<file path="src/rtl/bitop_pkg.sv">
package bitop_pkg;

    typedef enum logic [1:0] {
        BOP_TEST = 2'd0,
        BOP_FLIP = 2'd1,
        BOP_CLR  = 2'd2,
        BOP_SET  = 2'd3
    } bop_e;

    // Flag positions inside the condition vector
    localparam int FLG_X = 4;
    localparam int FLG_N = 3;
    localparam int FLG_Z = 2;
    localparam int FLG_V = 1;
    localparam int FLG_C = 0;

    // Cycle cost constants
    localparam int CYC_W          = 5;
    localparam int CYC_RSRC_TEST  = 4;
    localparam int CYC_RSRC_MOD   = 8;
    localparam int CYC_ISRC_TEST  = 8;
    localparam int CYC_ISRC_MOD   = 12;
    localparam int CYC_REG_EXTRA  = 2;

endpackage

</file>
<file path="src/rtl/bitop_mask.sv">
// One-hot selector for the addressed bit, reduced by target kind.
module bitop_mask #(
    parameter int DATA_W = 32,
    parameter int BYTE_W = 8,
    parameter int NUM_W  = 8
) (
    input  logic [NUM_W-1:0]  bit_num,
    input  logic              tgt_reg,
    output logic [DATA_W-1:0] mask
);
    localparam int REG_IDX_W = $clog2(DATA_W);
    localparam int MEM_IDX_W = $clog2(BYTE_W);

    logic [REG_IDX_W-1:0] reg_idx;
    logic [MEM_IDX_W-1:0] mem_idx;

    assign reg_idx = bit_num[REG_IDX_W-1:0];
    assign mem_idx = bit_num[MEM_IDX_W-1:0];

    for (genvar i = 0; i < DATA_W; i++) begin : g_sel
        if (i < BYTE_W) begin : g_low
            assign mask[i] = tgt_reg ? (reg_idx == REG_IDX_W'(i))
                                     : (mem_idx == MEM_IDX_W'(i));
        end else begin : g_high
            assign mask[i] = tgt_reg & (reg_idx == REG_IDX_W'(i));
        end
    end

endmodule

</file>
<file path="src/rtl/bitop_alu.sv">
// Applies the selected operation to the operand and derives the zero flag.
module bitop_alu
    import bitop_pkg::*;
#(
    parameter int DATA_W = 32,
    parameter int BYTE_W = 8
) (
    input  logic [DATA_W-1:0] operand,
    input  logic [DATA_W-1:0] mask,
    input  bop_e              op,
    input  logic              tgt_reg,
    output logic [DATA_W-1:0] result,
    output logic              bit_zero,
    output logic              writes
);
    logic [DATA_W-1:0] keep;
    logic [DATA_W-1:0] src;

    for (genvar i = 0; i < DATA_W; i++) begin : g_keep
        if (i < BYTE_W) begin : g_byte
            assign keep[i] = 1'b1;
        end else begin : g_upper
            assign keep[i] = tgt_reg;
        end
    end

    assign src      = operand & keep;
    assign bit_zero = ((src & mask) == '0);

    always_comb begin
        unique case (op)
            BOP_FLIP: result = src ^ mask;
            BOP_CLR:  result = src & ~mask;
            BOP_SET:  result = src | mask;
            default:  result = src;
        endcase
        writes = (op != BOP_TEST);
    end

endmodule

</file>
<file path="src/rtl/bitop_timing.sv">
// Cycle cost of a request.
module bitop_timing
    import bitop_pkg::*;
(
    input  bop_e             op,
    input  logic             tgt_reg,
    input  logic             num_from_reg,
    output logic [CYC_W-1:0] cycles
);
    logic [CYC_W-1:0] base;
    logic [CYC_W-1:0] extra;

    always_comb begin
        if (num_from_reg) begin
            base = (op == BOP_TEST) ? CYC_W'(CYC_RSRC_TEST) : CYC_W'(CYC_RSRC_MOD);
        end else begin
            base = (op == BOP_TEST) ? CYC_W'(CYC_ISRC_TEST) : CYC_W'(CYC_ISRC_MOD);
        end
        extra = (tgt_reg && (op == BOP_TEST || op == BOP_CLR))
              ? CYC_W'(CYC_REG_EXTRA) : '0;
        cycles = base + extra;
    end

endmodule

</file>
<file path="src/rtl/bitop_unit.sv">
module bitop_unit
    import bitop_pkg::*;
#(
    parameter int DATA_W = 32,
    parameter int BYTE_W = 8,
    parameter int NUM_W  = 8,
    parameter int FLAG_W = 5
) (
    input  logic              clk,
    input  logic              rst_n,
    input  logic              in_valid,
    input  logic [DATA_W-1:0] operand,
    input  logic [NUM_W-1:0]  bit_num,
    input  logic [1:0]        op,
    input  logic              tgt_reg,
    input  logic              num_from_reg,
    input  logic [FLAG_W-1:0] ccr_in,
    output logic [DATA_W-1:0] result,
    output logic              wr_en,
    output logic [FLAG_W-1:0] ccr_out,
    output logic [CYC_W-1:0]  cycles,
    output logic              done
);
    typedef struct packed {
        logic [DATA_W-1:0] res;
        logic              we;
        logic [FLAG_W-1:0] flg;
        logic [CYC_W-1:0]  cyc;
        logic              dn;
    } state_s;

    bop_e              op_e;
    logic [DATA_W-1:0] sel_mask;
    logic [DATA_W-1:0] alu_res;
    logic              alu_zero;
    logic              alu_writes;
    logic [CYC_W-1:0]  cost;

    state_s st_d;
    state_s st_q;

    assign op_e = bop_e'(op);

    bitop_mask #(
        .DATA_W (DATA_W),
        .BYTE_W (BYTE_W),
        .NUM_W  (NUM_W)
    ) u_mask (
        .bit_num (bit_num),
        .tgt_reg (tgt_reg),
        .mask    (sel_mask)
    );

    bitop_alu #(
        .DATA_W (DATA_W),
        .BYTE_W (BYTE_W)
    ) u_alu (
        .operand  (operand),
        .mask     (sel_mask),
        .op       (op_e),
        .tgt_reg  (tgt_reg),
        .result   (alu_res),
        .bit_zero (alu_zero),
        .writes   (alu_writes)
    );

    bitop_timing u_timing (
        .op           (op_e),
        .tgt_reg      (tgt_reg),
        .num_from_reg (num_from_reg),
        .cycles       (cost)
    );

    always_comb begin
        st_d    = st_q;
        st_d.dn = in_valid;
        st_d.we = in_valid & alu_writes;
        if (in_valid) begin
            st_d.res        = alu_res;
            st_d.flg        = ccr_in;
            st_d.flg[FLG_Z] = alu_zero;
            st_d.cyc        = cost;
        end
    end

    always_ff @(posedge clk or negedge rst_n) begin
        if (!rst_n) begin
            st_q <= '0;
        end else begin
            st_q <= st_d;
        end
    end

    assign result  = st_q.res;
    assign wr_en   = st_q.we;
    assign ccr_out = st_q.flg;
    assign cycles  = st_q.cyc;
    assign done    = st_q.dn;

endmodule

</file>
<file path="config.mk">
export PLATFORM = sky130hd
export DESIGN_NAME = bitop_unit
export DESIGN_NICKNAME = d
export VERILOG_FILES = /design/src/rtl/bitop_pkg.sv /design/src/rtl/bitop_mask.sv /design/src/rtl/bitop_alu.sv /design/src/rtl/bitop_timing.sv /design/src/rtl/bitop_unit.sv
export SDC_FILE = /design/constraint.sdc
export NUM_CORES = 1
export LEC_CHECK = 0
export ABC_AREA = 1
export BUFFER_PORTS_ARGS = -buffer_cell sky130_fd_sc_hd__buf_2
export CORE_ASPECT_RATIO = 1.1
export CORE_MARGIN = 1.5
export CORE_UTILIZATION = 56
export CTS_CLUSTER_DIAMETER = 100
export DETAILED_ROUTE_END_ITERATION = 16
export GPL_ROUTABILITY_DRIVEN = 0
export MAX_ROUTING_LAYER = met4
export PLACE_DENSITY_LB_ADDON = 0.12
export SYNTH_ARGS = -nofsm -noshare
export SYNTH_HDL_FRONTEND = slang
export SYNTH_SLANG_ARGS = --single-unit
export TNS_END_PERCENT = 20
</file>
<file path="constraint.sdc">
create_clock -name clk -period 0.8 [get_ports clk]
set_input_delay 0.16 -clock clk [delete_from_list [all_inputs] [get_ports clk]]
set_output_delay 0.16 -clock clk [all_outputs]
set_load 0.02 [all_outputs]
</file>
==> flow_summary.json <==
{
  "outcome": "complete, but fails checks",
  "violations": "negative setup slack",
  "holdPathEnd": "ccr_out[0]",
  "fmax_mhz": 696,
  "yosysTopAreaCell": "ha_1",
  "cts.clk_slew.worst_paths_ns": 0.08,
  "grt_pass1_wl_um": 22200,
  "initial_utilization": 0.577,
  "first_pass_iters": 7,
  "drt.antenna.violating_nets": 0,
  "ff2ff_path_depth": 2,
  "diodes": 0,
  "detail_route.wl_per_cell_um": 19.1,
  "cts_max_path_buffers": 2,
  "grt.overflow.total": 0,
  "io_buffers": 89,
  "ys_async_sr_fraction": 1.00,
  "cap_viol_max_count": 0,
  "hold_start": "ccr_in[0]",
  "grt_usage": 0.358,
  "synth_cells": 603,
  "synth-seq-cells": 42,
  "power.density_nw_per_um2": 1100,
  "min_path_cells": 3,
  "nNetsFinal": 915,
  "synth.top_cells.by_count": "nor2_1 (102), nand2_1 (96), ha_1 (95)",
  "crit_fanout": 5,
  "vias_per_cell": 5.90,
  "grt_max_degree": 43,
  "drt_iter0_markers": 476,
  "skew_ns": 0,
  "ys_seq_area_frac": 0.245,
  "r2r-end": "result[17]",
  "combPwrFrac": 0.398,
  "min_period_ns": 1.44,
  "rsz0062_at_grt": "true",
  "ys.flop_type": "dfrtp_1",
  "drive_gt1_frac": 0.433,
  "power_frac_seq": 0.354,
  "finalSetupViolCount": 75,
  "synth_most_common_cell": "nor2_1",
  "pin_count": 96,
  "grt_pass1_vias": 4699,
  "clk_latency_ns": 0.30,
  "synth_area_leaders": "ha_1 (28%), dfrtp_1 (25%), nor2_1 (8.9%), nand2_1 (8.4%), inv_1 (7.6%)",
  "antenna_found_initial": 0,
  "slew_viol_final": 0,
  "clock_sinks": 42,
  "r2r_setup_slack_ns": 0.04,
  "cts_buffers": 5,
  "cts_tree": "done",
  "core_um2": 7430,
  "min_path_type": "primary input to flop",
  "place_ws_ns": -0.913,
  "yosys.area.top_type_share": 0.277,
  "p_leak_nw": 3.17,
  "syn_area_um2": 4290,
  "p_switching_w": 0.00268,
  "place_inst": 838,
  "area_growth_pct": 49.4,
  "htreeDepth": 2,
  "placementRows": 33,
  "synth.avg_cell_area_um2": 7.11,
  "arrival_ns": 1.68,
  "reg2reg_from": "result[17]",
  "cp-end-kind": "flop",
  "peakVddDrop_mv": 0.767,
  "synth_edf_count": 0,
  "cts_root_buf": "clkbuf_8",
  "power_w": 0.00706,
  "hold_viol": 0,
  "drcViolationCount": 0,
  "layout.cells.non_filler": 856,
  "yosysWarningCount": 0,
  "p_int_w": 0.00438,
  "wl_um": 16300,
  "fp.dieH_um": 94.8,
  "start_kind": "primary input",
  "setup_ws_ns": -0.636,
  "yosysUniqueCellTypes": 28,
  "critical_path_class": "primary input to flop",
  "die-area_um2": 8190,
  "die_w_um": 86.4,
  "vias": 5053,
  "critPathRequiredTime_ns": 1.05,
  "clkPwrFrac": 0.248,
  "period_share": 1.80,
  "switching_share": 0.379,
  "place_hpwl_um": 9020
}
[critical path, stage by stage]
cell and delay [ns]:
buf_8 0.11, inv_2 0.07, nor2_4 0.05, inv_4 0.09, nor2_4 0.04, inv_2 0.07, buf_6 0.10, nor2_4 0.04
buf_4 0.13, ha_1 0.22, nor2_1 0.12, nand4_1 0.16, nor2_1 0.15, nand2_1 0.08, nand2_1 0.07
[layout make-up]
type	instances	area (um2)
repair buffers	184	1360
well taps	87	109
inverters	92	383
flip-flops and latches	42	1050
clock buffers	5	68.8
multi-input cells	443	3390
fillers	394	1030
clock inverters	3	40.0
[flip-flops by register name (all words and copies together) (netlist names)]
register  flops
wr_en         1
result       32
ccr_out       5
cycles        3
done          1
[metrics by stage]
step           utilization  cell area [um2]  hold slack (ns)  setup TNS, ns
6_report             0.862             6400           0.0490         -23.44
5_1_grt              0.862             6400           0.0558         -26.26
4_1_cts              0.817             6070           0.0517         -21.41
3_5_place_dp         0.742             5520            0.162         -28.80
3_3_place_gp         0.742             5520            0.158         -26.84
2_1_floorplan            -             4420           -0.136         -17.82
[power by group through the flow]
stage / Combinational (W) / Sequential [W] / Clock [W]
after floorplan: 0.000974 / 0.00281 / 0
after CTS: 0.00247 / 0.00248 / 0.00176
after detailed placement: 0.00227 / 0.00252 / 0
after global placement: 0.00220 / 0.00251 / 0
final: 0.00281 / 0.00250 / 0.00175
after global routing: 0.00301 / 0.00252 / 0.00184
[metal layers]
| layer | vias up | share of wire | wire length, um | GRT usage |
|---|---|---|---|---|
| li1 | 2229 | - | - | - |
| met1 | 2308 | 0.35 | 5770 | 0.399 |
| met4 | 0 | 0.072 | 1170 | 0.198 |
| met3 | 133 | 0.093 | 1510 | 0.0533 |
| met2 | 383 | 0.48 | 7870 | 0.613 |
| met5 | - | 0 | 0 | - |
[cells in the final DEF, fill, tap and decap left out, types with 6 or more instances in the layout]
| cell type | n |
|---|---|
| o21ai_1 | 23 |
| ha_4 | 13 |
| nor2_2 | 22 |
| nand3_1 | 10 |
| buf_2 | 78 |
| ha_1 | 79 |
| a21oi_1 | 44 |
| nand2_1 | 89 |
| buf_12 | 8 |
| nor3_2 | 15 |
| nor2_4 | 23 |
| o21ai_0 | 12 |
| inv_1 | 54 |
| nor2_1 | 59 |
| nor3_1 | 9 |
| buf_6 | 10 |
| a31oi_1 | 6 |
| inv_2 | 30 |
| buf_4 | 81 |
| dfrtp_1 | 42 |
[cells by family (layout without fill, tap and decap cells)]
kind of cell	count (synthesis)	in the layout	share of synthesized area
and+or+nand+nor	247	247	0.235
buffers and inverters	119	284	0.120
AOI/OAI and AO/OA	99	99	0.122
adders and majority gates	95	95	0.277
DFF	42	42	0.245
other	1	2	0.000875
[worst max-delay path by stage]
stage	end	slack (ns)	cells past startpoint	startpoint
after floorplan	result[10]	-0.57	10	tgt_reg
after global placement	result[8]	-0.84	10	tgt_reg
after detailed placement	result[10]	-0.91	10	tgt_reg
after CTS	result[2]	-0.51	11	bit_num[3]
after global routing	result[17]	-0.66	11	bit_num[0]
final	ccr_out[2]	-0.64	15	bit_num[3]
[repair_timing]
action                                  4_1_cts  5_1_grt
endpoints found under the hold margin        42        0
setup buffers                                 5        4
endpoints found under the setup margin       76       77
hold buffers                                  1        0
gates resized for setup                     117       79
pin swaps                                    54       36
Power figures use the tool's default switching activity.
